[src/rtl/rli_pkg.sv]
package rli_pkg;
  localparam int N_DMA   = 3;
  localparam int N_SRC   = N_DMA + 1;
  localparam int CODE_W  = 2;

  // source code placed in vector bits 2..1
  typedef enum logic [CODE_W-1:0] {
    SRC_LINE = 2'b00,
    SRC_DMA2 = 2'b01,
    SRC_DMA1 = 2'b10,
    SRC_DMA0 = 2'b11
  } src_code_e;

  // DMA channel k maps to code 3-k
  function automatic src_code_e dma_code(input int k);
    return src_code_e'(CODE_W'(N_DMA - k));
  endfunction
endpackage

[src/rtl/rli_regs.sv]
module rli_regs #(
  parameter int                ADDR_W    = 16,
  parameter int                DATA_W    = 8,
  parameter int                CODE_W    = 2,
  parameter logic [ADDR_W-1:0] LINE_ADDR = 16'h6800,
  parameter logic [ADDR_W-1:0] VEC_ADDR  = 16'h6801
) (
  input  logic                     clk,
  input  logic                     rst,
  input  logic                     wr,
  input  logic                     rd,
  input  logic [ADDR_W-1:0]        addr,
  input  logic [DATA_W-1:0]        wdata,
  output logic [DATA_W-1:0]        line_reg,
  output logic [DATA_W-CODE_W-2:0] vec_hi,
  output logic [DATA_W-1:0]        rdata
);
  localparam int LOW_W = CODE_W + 1;

  always_ff @(posedge clk) begin
    if (rst) begin
      line_reg <= '0;
      vec_hi   <= '0;
      rdata    <= '0;
    end else begin
      if (wr && addr == LINE_ADDR) line_reg <= wdata;
      if (wr && addr == VEC_ADDR)  vec_hi   <= wdata[DATA_W-1:LOW_W];
      if (rd) begin
        if (addr == LINE_ADDR)     rdata <= line_reg;
        else if (addr == VEC_ADDR) rdata <= {vec_hi, {LOW_W{1'b0}}};
        else                       rdata <= '0;
      end
    end
  end
endmodule

[src/rtl/rli_src.sv]
module rli_src #(
  parameter int LINE_W = 8
) (
  input  logic [LINE_W-1:0] line_reg,
  input  logic [LINE_W-1:0] line_num,
  input  logic              line_end,
  input  logic              legacy_tick,
  output logic              line_hit
);
  logic legacy_mode;

  always_comb begin
    legacy_mode = (line_reg == '0);
    if (legacy_mode) line_hit = legacy_tick;
    else             line_hit = line_end && (line_num == line_reg);
  end
endmodule

[src/rtl/rli_arb.sv]
module rli_arb
  import rli_pkg::*;
#(
  parameter int DATA_W = 8
) (
  input  logic                     clk,
  input  logic                     rst,
  input  logic                     line_hit,
  input  logic [N_DMA-1:0]         dma_irq,
  input  logic                     iack,
  input  logic [DATA_W-CODE_W-2:0] vec_hi,
  output logic                     irq,
  output logic [DATA_W-1:0]        vec_out
);
  // pend[0] = line source, pend[1+k] = DMA channel k
  logic [N_SRC-1:0] pend, pend_nxt, clr, set;
  src_code_e        sel_code;

  always_comb begin
    sel_code = SRC_LINE;
    clr      = '0;
    if (pend[0]) clr[0] = 1'b1;
    for (int k = N_DMA - 1; k >= 0; k--) begin
      if (pend[k+1]) begin
        sel_code = dma_code(k);
        clr      = '0;
        clr[k+1] = 1'b1;
      end
    end
    set      = {dma_irq, line_hit};
    pend_nxt = (pend & ~(iack ? clr : '0)) | set;
  end

  always_ff @(posedge clk) begin
    if (rst) begin
      pend    <= '0;
      irq     <= 1'b0;
      vec_out <= '0;
    end else begin
      pend <= pend_nxt;
      irq  <= |pend_nxt;
      if (iack) vec_out <= {vec_hi, sel_code, 1'b0};
    end
  end
endmodule

[src/rtl/rli_ctrl.sv]
module rli_ctrl
  import rli_pkg::*;
#(
  parameter int              ADDR_W    = 16,
  parameter int              DATA_W    = 8,
  parameter logic [15:0]     LINE_ADDR = 16'h6800,
  parameter logic [15:0]     VEC_ADDR  = 16'h6801
) (
  input  logic              clk,
  input  logic              rst,
  input  logic              bus_wr,
  input  logic              bus_rd,
  input  logic [ADDR_W-1:0] bus_addr,
  input  logic [DATA_W-1:0] bus_wdata,
  output logic [DATA_W-1:0] bus_rdata,
  input  logic [DATA_W-1:0] line_num,
  input  logic              line_end,
  input  logic              legacy_tick,
  input  logic [N_DMA-1:0]  dma_irq,
  input  logic              iack,
  output logic              irq,
  output logic [DATA_W-1:0] vec_out
);
  localparam int HI_W = DATA_W - CODE_W - 1;

  logic [DATA_W-1:0] line_reg;
  logic [HI_W-1:0]   vec_hi;
  logic              line_hit;

  rli_regs #(
    .ADDR_W(ADDR_W), .DATA_W(DATA_W), .CODE_W(CODE_W),
    .LINE_ADDR(ADDR_W'(LINE_ADDR)), .VEC_ADDR(ADDR_W'(VEC_ADDR))
  ) u_regs (
    .clk(clk), .rst(rst), .wr(bus_wr), .rd(bus_rd), .addr(bus_addr),
    .wdata(bus_wdata), .line_reg(line_reg), .vec_hi(vec_hi), .rdata(bus_rdata)
  );

  rli_src #(.LINE_W(DATA_W)) u_src (
    .line_reg(line_reg), .line_num(line_num), .line_end(line_end),
    .legacy_tick(legacy_tick), .line_hit(line_hit)
  );

  rli_arb #(.DATA_W(DATA_W)) u_arb (
    .clk(clk), .rst(rst), .line_hit(line_hit), .dma_irq(dma_irq),
    .iack(iack), .vec_hi(vec_hi), .irq(irq), .vec_out(vec_out)
  );
endmodule

[config.mk]
export PLATFORM = sky130hd
export DESIGN_NAME = rli_ctrl
export DESIGN_NICKNAME = d
export VERILOG_FILES = /design/src/rtl/rli_pkg.sv /design/src/rtl/rli_regs.sv /design/src/rtl/rli_src.sv /design/src/rtl/rli_arb.sv /design/src/rtl/rli_ctrl.sv
export SDC_FILE = /design/constraint.sdc
export NUM_CORES = 1
export LEC_CHECK = 0
export BUFFER_PORTS_ARGS = -buffer_cell sky130_fd_sc_hd__buf_2
export CAP_MARGIN = 20
export CORE_UTILIZATION = 50
export DETAILED_ROUTE_END_ITERATION = 6
export PLACE_DENSITY = 0.83
export SETUP_SLACK_MARGIN = 0.1
export SLEW_MARGIN = 20
export SYNTH_ARGS = -nofsm -noshare
export SYNTH_HDL_FRONTEND = slang
export SYNTH_SLANG_ARGS = --single-unit
[constraint.sdc]
create_clock -name clk -period 4.45 [get_ports clk]
set_clock_uncertainty 0.2 [all_clocks]
set_input_delay 0.445 -clock clk [delete_from_list [all_inputs] [get_ports clk]]
set_output_delay 0.445 -clock clk [all_outputs]
set_load 0.01 [all_outputs]
### After elaboration in Yosys (flattened, before gate mapping)

Index checks and enable logic that the tools add are counted.

| word-level totals | value |
|---|---|
| flip-flop bits (word level) | 33 |
| input port bits | 42 |
| output and inout bits | 17 |
| word-level logic and storage cells | 28 |

| operators by class | value |
|---|---|
| equality and inequality tests | 3 |
| mux-type cells | 11 |
| bitwise gates (word level) | 3 |
| reduce and logical (&&, ||, !) cells | 5 |

Operator list:

| operator | count |
|---|---|
| equality test 16 x 15 -> 1 bit (second input constant) | 2 |
| 2-to-1 mux 4 bit | 4 |
| 2-to-1 mux 8 bit | 2 |
| equality test 8 bit | 1 |
| zero test 8 bit | 1 |
| bitwise AND 4 bit | 1 |
| 2-to-1 mux 2 bit | 2 |
| inverter 4 bit | 1 |
| OR 4 bit | 1 |
| OR reduction 4 bit | 1 |
| logical AND 1 bit | 3 |
| 2-to-1 mux 1 bit | 3 |

### Depth between registers and ports, before layout

| depth | value |
|---|---|
| depth in word-level cells | 9 |
| gate-level depth with buffers | 6 |
| mapped depth without buffers | 4 |

### Modules after synthesis

A second synthesis with hierarchy kept.

| second synthesis, totals | value |
|---|---|
| cells, all modules | 167 |
| area, all modules | 1500.2 um^2 |

Modules (own cells, without submodules):

| module | instances | cells each | area each (um^2) | seq. area each (um^2) |
|---|---|---|---|---|
| rli_regs | 1 | 102 | 923.4 | 420.4 |
| rli_arb | 1 | 49 | 456.7 | 240.2 |
| rli_src | 1 | 16 | 120.1 | 0.0 |

### Worst setup path before layout

Ideal clock, no wire load.

| timing | value |
|---|---|
| path kind | input port to flip-flop |
| from | in iack |
| to | reg u_arb.irq |
| setup time | 134 ps |
| data arrival time | 1676 ps |
| required time | 4116 ps |
| path slack | 2440 ps |
| stages | 5 |
| path buffers | 1 |
| cell sequence | buf_6 -> or4b_1 -> a32oi_1 -> o31ai_1 -> or4_1 |

| on the way | value |
|---|---|
| longest elaborated chain between the ends | 5 |

RTL lines:

| element | line | RTL |
|---|---|---|
| start: declaration | rli_ctrl.sv:20 | `input logic iack,` |
| 2-to-1 mux 4 bit | rli_arb.sv:31 | `pend_nxt = (pend & ~(iack ? clr : '0)) \| set;` |
| inverter 4 bit | rli_arb.sv:31 |  |
| bitwise AND 4 bit | rli_arb.sv:31 |  |
| OR 4 bit | rli_arb.sv:31 |  |
| OR reduction 4 bit | rli_arb.sv:41 | `irq <= \|pend_nxt;` |
| end signal: assignment | rli_arb.sv:41 |  |
| end: declaration | rli_arb.sv:12 | `output logic irq,` |

No other way between the ends.
A chain may end at the register's enable or synchronous reset.

### Worst setup path after layout

| timing | value |
|---|---|
| from | reg u_arb.pend[1] |
| to | reg u_arb.irq |

| on the way | value |
|---|---|
| longest elaborated chain between the ends | 6 |

RTL lines:

| element | line | RTL |
|---|---|---|
| start: declaration | rli_arb.sv:16 | `logic [N_SRC-1:0] pend, pend_nxt, clr, set;` |
| start signal: assignment | rli_arb.sv:40 | `pend <= pend_nxt;` |
| 2-to-1 mux 4 bit | rli_arb.sv:24 | `if (pend[k+1]) begin` |
| 2-to-1 mux 4 bit | rli_arb.sv:31 |  |
| inverter 4 bit | rli_arb.sv:31 |  |
| bitwise AND 4 bit * | rli_arb.sv:31 |  |
| OR 4 bit * | rli_arb.sv:31 |  |
| OR reduction 4 bit * | rli_arb.sv:41 |  |

Every way passes the cells marked *; elsewhere a longest branch is shown, timed or not.

==> flow_metrics.tcl <==
set metrics [dict create \
    status "finished, final reports clean" \
    p_leak_nw 0.7677 \
    p_int_w 0.0004996 \
    ctsHoldBuffers 0 \
    async_flop_share_pct 0 \
    grt_pass1_vias 1211 \
    portBuffers 57 \
    grt-ovfl-total 0 \
    synthCells 164 \
    synth_enable_flop_cells 0 \
    synth_ff_type "dfxtp_1" \
    grt_pass1_wl_mm 5.582 \
    via_count 1363 \
    hold_viol_final 0 \
    ant_nets 0 \
    syn-cell-area_sq_mm 0.001433 \
    whs_ns 0.1548 \
    cpMaxStageDelayCell "or4b_1" \
    clkPwrFrac_pct 43.7 \
    crit_required_ns 4.46 \
    met2_length_mm 1.598 \
    antenna_found_initial 0 \
    wire_per_inst_um 13.25 \
    p_comb_share_pct 8.2 \
    first_pass_iters 4 \
    grt_usage_pct 23.02 \
    setup_slack_ns 2.532 \
    clk_latency_ns 0.33 \
    rsz0062_at_grt "false" \
    drive_gt1_share_pct 29.68 \
    switching_share_pct 20.64 \
    start_util_pct 52.40 \
    fmax_mhz 521.4 \
    path_clk_slew_ns 0.10 \
    crit_chain "or4b_1 > a32oi_1 > o31ai_1 > or4_1" \
    tns_ns 0 \
    cts_sinks 33 \
    cts-htree-levels 2 \
    wl_mm 3.313 \
    syn2layout_area_growth_pct 26.11 \
    core-area_sq_mm 0.002734 \
    finalSetupViolCount 0 \
    placedCellCount 242 \
    drv_cap 0 \
    final_net_count 260 \
    clockRootBuffer "clkbuf_4" \
    ioPinCount 59 \
    cellPowerDensity_mw_per_mm2 348.4 \
    finalPower_w 0.0006295 \
    slowest_delay_ns 0.52 \
    top_layer "met4" \
    diodes 0 \
    cts_setup_buffers 0 \
    synth-seq-area-share_pct 46.11 \
    synth.top_cell.area_share_pct 46.11 \
    remaining_drc_errors 0 \
    slew_violations 0 \
    pre_cts_ws_ns 2.222 \
    cts_resized 0 \
    min_period_over_period_pct 43.10 \
    wl_met1_mm 1.487 \
    synthDistinctLibCells 32 \
    die_w_um 55.53 \
    ys_ff_latch 33 \
    die_h_um 55.53 \
    clk_path_buf_depth 2 \
    worstPathArrival_ns 1.93 \
    die-area_sq_mm 0.003084 \
    fill_cells 221 \
    cp-start-kind "flop" \
    hold_class "primary input to flop" \
    dpl.hpwl_mm 2.441 \
    cts_made_buffers 5 \
    ir_drop_v 0.0002929 \
    met3_length_um 212 \
    crit_path_end_kind "flop" \
    synth_area_per_cell_sq_um 8.736 \
    p_sw_w 0.0001299 \
    final_cells 250 \
    max-slew-margin-rel_pct 63.46 \
    ys_warn_count 0 \
    share_seq_of_total_power_pct 48.1 \
    drt-initial-drc-count 35 \
    yosys-top-cells-area "dfxtp_1, mux2i_1, a21oi_1, o21ai_0, nand3_1" \
    avgViaCountPerCell 5.452 \
    tritoncts "yes" \
    period_needed_ns 1.918 \
    worst_slew_pin_slew_ns 0.5481 \
    path_max_fanout 3 \
    crit_type "flop to flop" \
    grt_max_degree 32 \
    syn_nets 206 \
    rows 19 \
    yosysTopAreaCell "dfxtp_1" \
    globalplace.congestion 0.8951 \
]
final timing paths:
check / to / slack [ns] / cells past startpoint / startpoint
worst min-delay path: u_arb.pend[3] / 0.15 / 3 / dma_irq[2]
worst max register to register: u_arb.irq / 2.53 / 4 / u_arb.pend[1]
worst max-delay path: u_arb.irq / 2.53 / 4 / u_arb.pend[1]
worst min register to register: u_regs.rdata[7] / 0.27 / 2 / u_regs.rdata[7]
per-layer routing:
metal / global-route usage, % / up-vias
li1: - / 690
met1: 31.99 / 614
met2: 34.60 / 57
met3: 7.026 / 2
met4: 6.429 / 0
met5: 0 / -
cells in the final DEF, fill, tap and decap left out, drive strengths merged, types with 2 or more instances in the layout:
cell,n
nor2b,5
inv,3
nand2b,5
dfxtp,33
bufinv,2
mux2i,10
nand4,2
buf,57
nand2,6
nor4b,3
nor4,2
xnor2,7
clkbuf,5
a21oi,19
o21ai,19
o22ai,2
nand3,17
nor2,10
worst max-delay path, delay by kind of cell, from the launching register on:
kind | cells | cell delay [ns]
AO/OA/AOI/OAI | 2 | 0.30
flip-flops | 1 | 0.33
AND/OR/NAND/NOR | 2 | 0.98
metrics by stage:
step | instance area, sq um | utilization [%]
2_1_floorplan | 1433 | -
3_3_place_gp | 1704 | 62.33
3_5_place_dp | 1704 | 62.33
4_1_cts | 1807 | 66.09
5_1_grt | 1807 | 66.09
6_report | 1807 | 66.09
kinds of logic after synthesis:
logic type | count (synthesis) | share of synthesized area [%]
buf+inv | 13 | 4.453
other cells | 1 | 0.2618
mux | 10 | 6.987
simple gates | 56 | 21.22
xor+xnor | 8 | 4.891
flops | 33 | 46.11
compound gates | 43 | 16.07
layout make-up:
cell class | count | area, sq um | share of cell area, %
multi-input cells | 118 | 708.2 | 39.20
inverters | 3 | 11.26 | 0.6233
clock buffers | 5 | 37.54 | 2.078
flip-flops and latches | 33 | 660.6 | 36.57
clock inverters | 3 | 65.06 | 3.601
well taps | 31 | 38.79 | 2.147
repair buffers | 57 | 285.3 | 15.79
synth_stat cells (2+ instances only):
cell,number
a21oi_1,19
buf_2,2
clkbuf_1,4
dfxtp_1,33
inv_1,3
mux2i_1,10
nand2_1,6
nand2b_1,5
nand3_1,17
nand4_1,2
nor2_1,10
nor2b_1,5
nor4_1,2
nor4b_1,3
o21ai_0,19
o22ai_1,2
xnor2_1,7
power groups by stage:
| stage | registers [W] | logic, W | clock network (W) |
|---|---|---|---|
| after detailed placement | 0.000309 | 0.0000517 | 0 |
| final | 0.000303 | 0.0000519 | 0.000275 |
| after global placement | 0.000309 | 0.0000509 | 0 |
| after global routing | 0.000303 | 0.0000570 | 0.000297 |
| after floorplan | 0.000310 | 0.0000269 | 0 |
| after CTS | 0.000303 | 0.0000519 | 0.000279 |
Note: power is estimated with default switching activity, not from simulation.
